==> src/rtl/vcb_pkg.sv <==
package vcb_pkg;

   // Update action taken on the entry array at the next clock edge
   typedef enum logic [2:0] {
      VCB_IDLE    = 3'd0,
      VCB_FILL    = 3'd1,  // evicted line into an empty entry
      VCB_REPLACE = 3'd2,  // evicted line over the pointed entry
      VCB_SWAP    = 3'd3,  // evicted line into the entry that hit
      VCB_DROP    = 3'd4   // entry that hit leaves the buffer
   } vcb_act_e;

endpackage

==> src/rtl/vcb_entry_store.sv <==
module vcb_entry_store #(
   parameter int ENTRIES = 4,
   parameter int ADDR_W  = 26,
   parameter int LINE_W  = 64,
   localparam int IDX_W  = $clog2(ENTRIES)
) (
   input  logic                           clk,
   input  logic                           rst_n,
   input  logic                           wr_en,
   input  logic [IDX_W-1:0]               wr_idx,
   input  logic [ADDR_W-1:0]              wr_tag,
   input  logic [LINE_W-1:0]              wr_data,
   input  logic                           clr_en,
   input  logic [IDX_W-1:0]               clr_idx,
   output logic [ENTRIES-1:0]             valid_o,
   output logic [ENTRIES-1:0][ADDR_W-1:0] tag_o,
   output logic [ENTRIES-1:0][LINE_W-1:0] data_o
);

   for (genvar i = 0; i < ENTRIES; i++) begin : g_ent
      logic sel_wr, sel_clr;
      assign sel_wr  = wr_en  && (wr_idx  == IDX_W'(i));
      assign sel_clr = clr_en && (clr_idx == IDX_W'(i));

      always_ff @(posedge clk or negedge rst_n) begin
         if (!rst_n)       valid_o[i] <= 1'b0;
         else if (sel_wr)  valid_o[i] <= 1'b1;
         else if (sel_clr) valid_o[i] <= 1'b0;
      end

      always_ff @(posedge clk) begin
         if (sel_wr) begin
            tag_o[i]  <= wr_tag;
            data_o[i] <= wr_data;
         end
      end
   end

endmodule

==> src/rtl/vcb_tag_match.sv <==
module vcb_tag_match #(
   parameter int ENTRIES = 4,
   parameter int ADDR_W  = 26,
   parameter int LINE_W  = 64,
   localparam int IDX_W  = $clog2(ENTRIES)
) (
   input  logic                           lk_valid,
   input  logic [ADDR_W-1:0]              lk_addr,
   input  logic [ENTRIES-1:0]             valid_i,
   input  logic [ENTRIES-1:0][ADDR_W-1:0] tag_i,
   input  logic [ENTRIES-1:0][LINE_W-1:0] data_i,
   output logic [ENTRIES-1:0]             match_o,
   output logic                           hit_o,
   output logic [IDX_W-1:0]               way_o,
   output logic [LINE_W-1:0]              data_o
);

   // one comparator per entry, all in parallel
   for (genvar i = 0; i < ENTRIES; i++) begin : g_cmp
      assign match_o[i] = lk_valid && valid_i[i] && (tag_i[i] == lk_addr);
   end

   assign hit_o = |match_o;

   // AND-OR encode, valid because stored addresses are unique
   always_comb begin
      way_o  = '0;
      data_o = '0;
      for (int i = 0; i < ENTRIES; i++) begin
         if (match_o[i]) begin
            way_o  = way_o | IDX_W'(i);
            data_o = data_o | data_i[i];
         end
      end
   end

endmodule

==> src/rtl/vcb_repl_sel.sv <==
module vcb_repl_sel #(
   parameter int ENTRIES = 4,
   localparam int IDX_W  = $clog2(ENTRIES)
) (
   input  logic               clk,
   input  logic               rst_n,
   input  logic [ENTRIES-1:0] valid_i,
   input  logic               advance,
   output logic               any_free_o,
   output logic [IDX_W-1:0]   free_idx_o,
   output logic [IDX_W-1:0]   ptr_o
);

   localparam bit POW2 = (ENTRIES == (1 << IDX_W));

   // lowest-numbered empty entry wins
   always_comb begin
      any_free_o = 1'b0;
      free_idx_o = '0;
      for (int i = ENTRIES - 1; i >= 0; i--) begin
         if (!valid_i[i]) begin
            any_free_o = 1'b1;
            free_idx_o = IDX_W'(i);
         end
      end
   end

   logic [IDX_W-1:0] ptr_nxt;

   if (POW2) begin : g_wrap_free
      assign ptr_nxt = ptr_o + 1'b1;
   end else begin : g_wrap_cmp
      assign ptr_nxt = (ptr_o == IDX_W'(ENTRIES - 1)) ? '0 : ptr_o + 1'b1;
   end

   always_ff @(posedge clk or negedge rst_n) begin
      if (!rst_n)       ptr_o <= '0;
      else if (advance) ptr_o <= ptr_nxt;
   end

endmodule

==> src/rtl/victim_buf.sv <==
module victim_buf
   import vcb_pkg::*;
#(
   parameter int ENTRIES = 4,
   parameter int ADDR_W  = 26,
   parameter int LINE_W  = 64,
   localparam int IDX_W  = $clog2(ENTRIES)
) (
   input  logic              clk,
   input  logic              rst_n,
   input  logic              lk_valid,
   input  logic [ADDR_W-1:0] lk_addr,
   input  logic              ev_valid,
   input  logic [ADDR_W-1:0] ev_addr,
   input  logic [LINE_W-1:0] ev_data,
   output logic              lk_hit,
   output logic [IDX_W-1:0]  lk_way,
   output logic              swap_valid,
   output logic [LINE_W-1:0] swap_data,
   output logic              nxt_req_valid,
   output logic [ADDR_W-1:0] nxt_req_addr
);

   if (ENTRIES < 2) begin : g_bad_entries
      $error("victim_buf: ENTRIES must be at least 2");
   end
   if (ADDR_W < 1 || LINE_W < 1) begin : g_bad_width
      $error("victim_buf: ADDR_W and LINE_W must be positive");
   end

   logic [ENTRIES-1:0]             ent_valid;
   logic [ENTRIES-1:0][ADDR_W-1:0] ent_tag;
   logic [ENTRIES-1:0][LINE_W-1:0] ent_data;
   logic [ENTRIES-1:0]             match_vec;
   logic                           any_hit;
   logic [IDX_W-1:0]               hit_way;
   logic [LINE_W-1:0]              hit_data;
   logic                           any_free;
   logic [IDX_W-1:0]               free_idx;
   logic [IDX_W-1:0]               rr_ptr;
   vcb_act_e                       act;
   logic                           wr_en, clr_en, rr_adv;
   logic [IDX_W-1:0]               wr_idx;

   vcb_tag_match #(.ENTRIES(ENTRIES), .ADDR_W(ADDR_W), .LINE_W(LINE_W)) u_match (
      .lk_valid (lk_valid),
      .lk_addr  (lk_addr),
      .valid_i  (ent_valid),
      .tag_i    (ent_tag),
      .data_i   (ent_data),
      .match_o  (match_vec),
      .hit_o    (any_hit),
      .way_o    (hit_way),
      .data_o   (hit_data)
   );

   vcb_repl_sel #(.ENTRIES(ENTRIES)) u_repl (
      .clk        (clk),
      .rst_n      (rst_n),
      .valid_i    (ent_valid),
      .advance    (rr_adv),
      .any_free_o (any_free),
      .free_idx_o (free_idx),
      .ptr_o      (rr_ptr)
   );

   always_comb begin
      act = VCB_IDLE;
      if (any_hit && ev_valid)  act = VCB_SWAP;
      else if (any_hit)         act = VCB_DROP;
      else if (ev_valid)        act = any_free ? VCB_FILL : VCB_REPLACE;
   end

   always_comb begin
      wr_en  = 1'b0;
      clr_en = 1'b0;
      rr_adv = 1'b0;
      wr_idx = '0;
      unique case (act)
         VCB_FILL:    begin wr_en = 1'b1; wr_idx = free_idx; end
         VCB_REPLACE: begin wr_en = 1'b1; wr_idx = rr_ptr; rr_adv = 1'b1; end
         VCB_SWAP:    begin wr_en = 1'b1; wr_idx = hit_way; end
         VCB_DROP:    clr_en = 1'b1;
         default:     ;
      endcase
   end

   vcb_entry_store #(.ENTRIES(ENTRIES), .ADDR_W(ADDR_W), .LINE_W(LINE_W)) u_store (
      .clk     (clk),
      .rst_n   (rst_n),
      .wr_en   (wr_en),
      .wr_idx  (wr_idx),
      .wr_tag  (ev_addr),
      .wr_data (ev_data),
      .clr_en  (clr_en),
      .clr_idx (hit_way),
      .valid_o (ent_valid),
      .tag_o   (ent_tag),
      .data_o  (ent_data)
   );

   assign lk_hit        = any_hit;
   assign lk_way        = hit_way;
   assign swap_valid    = any_hit;
   assign swap_data     = hit_data;
   assign nxt_req_valid = lk_valid && !any_hit;
   assign nxt_req_addr  = lk_addr;

endmodule

==> config.mk <==
export PLATFORM = sky130hd
export DESIGN_NAME = victim_buf
export DESIGN_NICKNAME = d
export VERILOG_FILES = /design/src/rtl/vcb_pkg.sv /design/src/rtl/vcb_entry_store.sv /design/src/rtl/vcb_tag_match.sv /design/src/rtl/vcb_repl_sel.sv /design/src/rtl/victim_buf.sv
export SDC_FILE = /design/constraint.sdc
export NUM_CORES = 1
export LEC_CHECK = 0
export ABC_AREA = 1
export CELL_PAD_IN_SITES_DETAIL_PLACEMENT = 1
export CELL_PAD_IN_SITES_GLOBAL_PLACEMENT = 1
export CORE_MARGIN = 2
export CORE_UTILIZATION = 30
export CTS_BUF_LIST = sky130_fd_sc_hd__clkbuf_8
export DETAILED_ROUTE_END_ITERATION = 10
export GPL_TIMING_DRIVEN = 0
export PLACE_DENSITY_LB_ADDON = 0.05
export SLEW_MARGIN = 0
export SYNTH_ARGS = -nofsm -noshare
export SYNTH_HDL_FRONTEND = slang
export SYNTH_SLANG_ARGS = --single-unit
==> constraint.sdc <==
create_clock -name clk -period 7.7 [get_ports clk]
set_input_delay 1.54 -clock clk [delete_from_list [all_inputs] [get_ports clk]]
set_output_delay 1.54 -clock clk [all_outputs]
set_load 0.005 [all_outputs]
==> run metrics, run 1 <==
Post-CTS Hold Fix Bufs=0; Seq/Total Area, Yosys=0.6900; RSZ-0062 raised after global routing=no; Clock transition at path regs=0.06 ns; worst hold slack=0.4814 ns; Async SR Flop Fraction=0.01639; kind of critical path=input pin to output pin; Critical Path Fanout Max=10; met1 Use GR=0.2327; maximum clock rate=0.1559 GHz; num ports=between 200 and 250; Hold EP=u_repl.ptr_o[1]; Worst Setup SP=lk_valid; GRT busiest layer=met2; Synth Area per Inst=10.59 um^2; outcome=completed; FF-to-FF setup slack=around 4.3 ns; Min-Delay Startpoint=u_repl.ptr_o[1]; grt ovf=0; worst hold path type=flip-flop to flip-flop; CTS Sinks=366; largest net degree at the start of global routing=53; Root Buffer=clkbuf_8; Num CTS Buffers=68; gate count after technology mapping=1500; clk buf depth=3; hold violation count in the final report=0; Post-synth EDFFs=360; Core ar.=around 52000 um^2; placed insts=2398; Unique masters post-synth=31; Vias=11340; Slew @ Worst Pin=approximately 0.62 ns; Crit path required time=~6.2 ns; Max H-tree Level=3; Final Max Tran Viols=0; Layout area overhead=26.85%; setup bufs post-CTS=0; Final #Nets=1900; FF+latch count, synth=about 370; Slew HR=0.5860; vias per inst=between 4 and 5; setup violators final=0; Die ar.=roughly 55000 um^2; DRT antenna net count=0; TritonCTS clock tree=yes; DPL Wire Length=roughly 35000 um; clock latency on the worst-skew pair=approximately 0.66 ns; routing usage on met3=0.05241; hold path depth=1; ys flop type=edfxtp_1; Worst R2R Start=u_store.tag_o[92]; CP Launch Type=input pin; Tcrit/Tclk final=0.8329; Ys Warns=0; net count after synthesis=about 1600; Max IR drop VDD=around 0.17 mV; GRT met2 Usage=0.3119; share of cells above drive strength 1=0.09967; number of global-route vias before repair=between 10000 and 15000; TNS Setup=0 ns; FF-to-FF End=u_store.data_o[5]; Initial Util=0.3029; row count=84; drt drc=0; first-pass GRT wire length=approximately 74000 um; RD Place Congestion=0.8972; Mapped Area=~16000 um^2; initial antenna violation count=7; worst path arrival time=4.87 ns; WL/cell=~20 um; Tot GR Track Use=0.1875; final cell count without fillers=between 2000 and 3000; WL final=50130 um; Leak Pwr=7.879 nW; CP Capture Type=output pin; Worst Clk Skew=0.04604 ns; drt pass-1 iters=4; Die Wd=about 230 um; Final min period=6.414 ns; r2r worst-path depth=12; PortBufs=slightly above 200; PD cells=282.3 nW/um^2; drt first-iter violations=between 500 and 600; post_cts resized=0; Chip Height=~230 um; max cap viols=0
## registers in the layout (all words and copies together) (netlist names)
register         flops
u_store.valid_o      4
u_store.data_o     256
u_repl.ptr_o         2
u_store.tag_o      104
## cells in the final DEF (no fill, tap or decap), types with 7 or more instances in the layout
| cell type | n |
|---|---|
| nor2_1 | 128 |
| clkdlybuf4s50_1 | 206 |
| nand3_1 | 42 |
| buf_2 | 26 |
| clkinv_2 | 7 |
| clkbuf_8 | 70 |
| nand2_1 | 622 |
| edfxtp_1 | 360 |
| inv_1 | 131 |
| clkinv_1 | 8 |
| xnor2_1 | 24 |
| nand4_1 | 77 |
| inv_2 | 23 |
| buf_4 | 30 |
## cell usage after synthesis (all sizes together) (3+ instances only)
| master | number | area [um^2] |
|---|---|---|
| buf | 59 | 374.1 |
| nor3 | 6 | 30.03 |
| a21oi | 7 | 38.79 |
| nand4 | 78 | 494.2 |
| inv | 133 | 499.2 |
| nand2 | 623 | 2341 |
| nand3 | 43 | 220.2 |
| xnor2 | 25 | 226.5 |
| nand3b | 5 | 37.54 |
| o21ai | 5 | 25.02 |
| dfrtp | 6 | 150.1 |
| clkbuf | 4 | 15.01 |
| xor2 | 3 | 26.28 |
| edfxtp | 360 | 10810 |
| and2 | 5 | 31.28 |
| nor2 | 134 | 538.0 |
## routing by layer
metal  up-vias  wire, um  part of all wire
li1       5520         -                 -
met1      5500     21500              0.43
met2       213     24330              0.49
met3        96      2759             0.055
met4        10      1485             0.030
met5         -        54            0.0011
## per-stage QoR
| stage | area (um^2) | util | power, mW | setup WS, ns |
|---|---|---|---|---|
| after CTS | 20150 | 0.3841 | 5.810 | 1.202 |
| final | 20150 | 0.3842 | 5.689 | 1.286 |
| after global routing | 20150 | 0.3842 | 6.015 | 1.023 |
| after global placement | 18810 | 0.3586 | 4.091 | -0.4904 |
| after detailed placement | 18940 | 0.3611 | 4.065 | 1.217 |
| after floorplan | 15890 | - | 3.529 | 2.773 |
## power breakdown
part	switching, mW	internal [mW]	total (mW)
logic	0.765	0.275	1.04
registers	0.146	2.80	2.94
clock network	0.824	0.881	1.70
total	1.74	3.95	5.69
## worst max path at each step
stage,endpoint
6_report,swap_data[27]
5_1_grt,swap_data[36]
4_1_cts,swap_data[27]
3_5_place_dp,swap_data[14]
3_3_place_gp,u_store.tag_o[49]
2_1_floorplan,u_store.data_o[0]
## kinds of logic (layout without fill, tap and decap cells)
logic type                after synthesis  in the layout  share of synthesized area
AOI/OAI and AO/OA                      14             14                   0.004962
xor gates and xnor gates               28             28                    0.01591
buffers and inverters                 196            522                    0.05592
DFF                                   366            366                     0.6900
other                                   0              2                          0
and+or+nand+nor                       896            896                     0.2332
## final cells by class
type / count / area, um^2
Clock inverter: 46 / 244.0
Tap cell: 688 / 860.8
Buffer: 63 / 389.1
Clock buffer: 70 / 963.4
Timing Repair Buffer: 210 / 2172
Multi-Input combinational cell: 938 / 4036
Inverter: 133 / 519.2
Fill cell: 5836 / 32290
Antenna cell: 2 / 5.005
Sequential cell: 366 / 10960
## worst max-delay path: stages
cell and delay [ns]:
clkdlybuf4s50_1 0.73, nand2_1 0.28, a21oi_1 0.19, nand2_1 0.09, nor2_1 0.13, nand3_1 0.09, nor2_2 0.39, buf_2 0.34
buf_2 0.30, nand2_1 0.08, nand4_1 0.14, clkdlybuf4s50_1 0.55
(Power assumes the default switching activity.)
==> run 2: changes to the inputs <==
==> constraint.sdc (replaced) <==
create_clock -name clk -period 6.08 [get_ports clk]
set_input_delay 1.216 -clock clk [delete_from_list [all_inputs] [get_ports clk]]
set_output_delay 1.216 -clock clk [all_outputs]
set_load 0.005 [all_outputs]
==> results of run 2 <==
The final DEF is identical to that of run 1. Status: completed.
Among the figures that moved: setup slack after placement 1.217 ns -> 0.2454 ns; setup slack after layout 1.286 ns -> 0.3144 ns; register-to-register setup slack 4.33 ns -> 2.71 ns; total power 5.689 mW -> 7.205 mW; worst IR drop on VDD 0.1699 mV -> 0.2152 mV
==> run 3: changes to the inputs <==
--- a/config.mk
+++ b/config.mk
@@ -13,6 +13,7 @@
 export CTS_BUF_LIST = sky130_fd_sc_hd__clkbuf_8
 export DETAILED_ROUTE_END_ITERATION = 10
 export GPL_TIMING_DRIVEN = 0
+export HOLD_SLACK_MARGIN = 0.12
 export PLACE_DENSITY_LB_ADDON = 0.05
 export SLEW_MARGIN = 0
 export SYNTH_ARGS = -nofsm -noshare
==> results of run 3 <==
The final DEF is identical to that of run 1. Status: completed.
Among the figures that moved: setup slack after placement 1.217 ns -> 0.2454 ns; setup slack after layout 1.286 ns -> 0.3144 ns; register-to-register setup slack 4.33 ns -> 2.71 ns; total power 5.689 mW -> 7.205 mW; worst IR drop on VDD 0.1699 mV -> 0.2152 mV
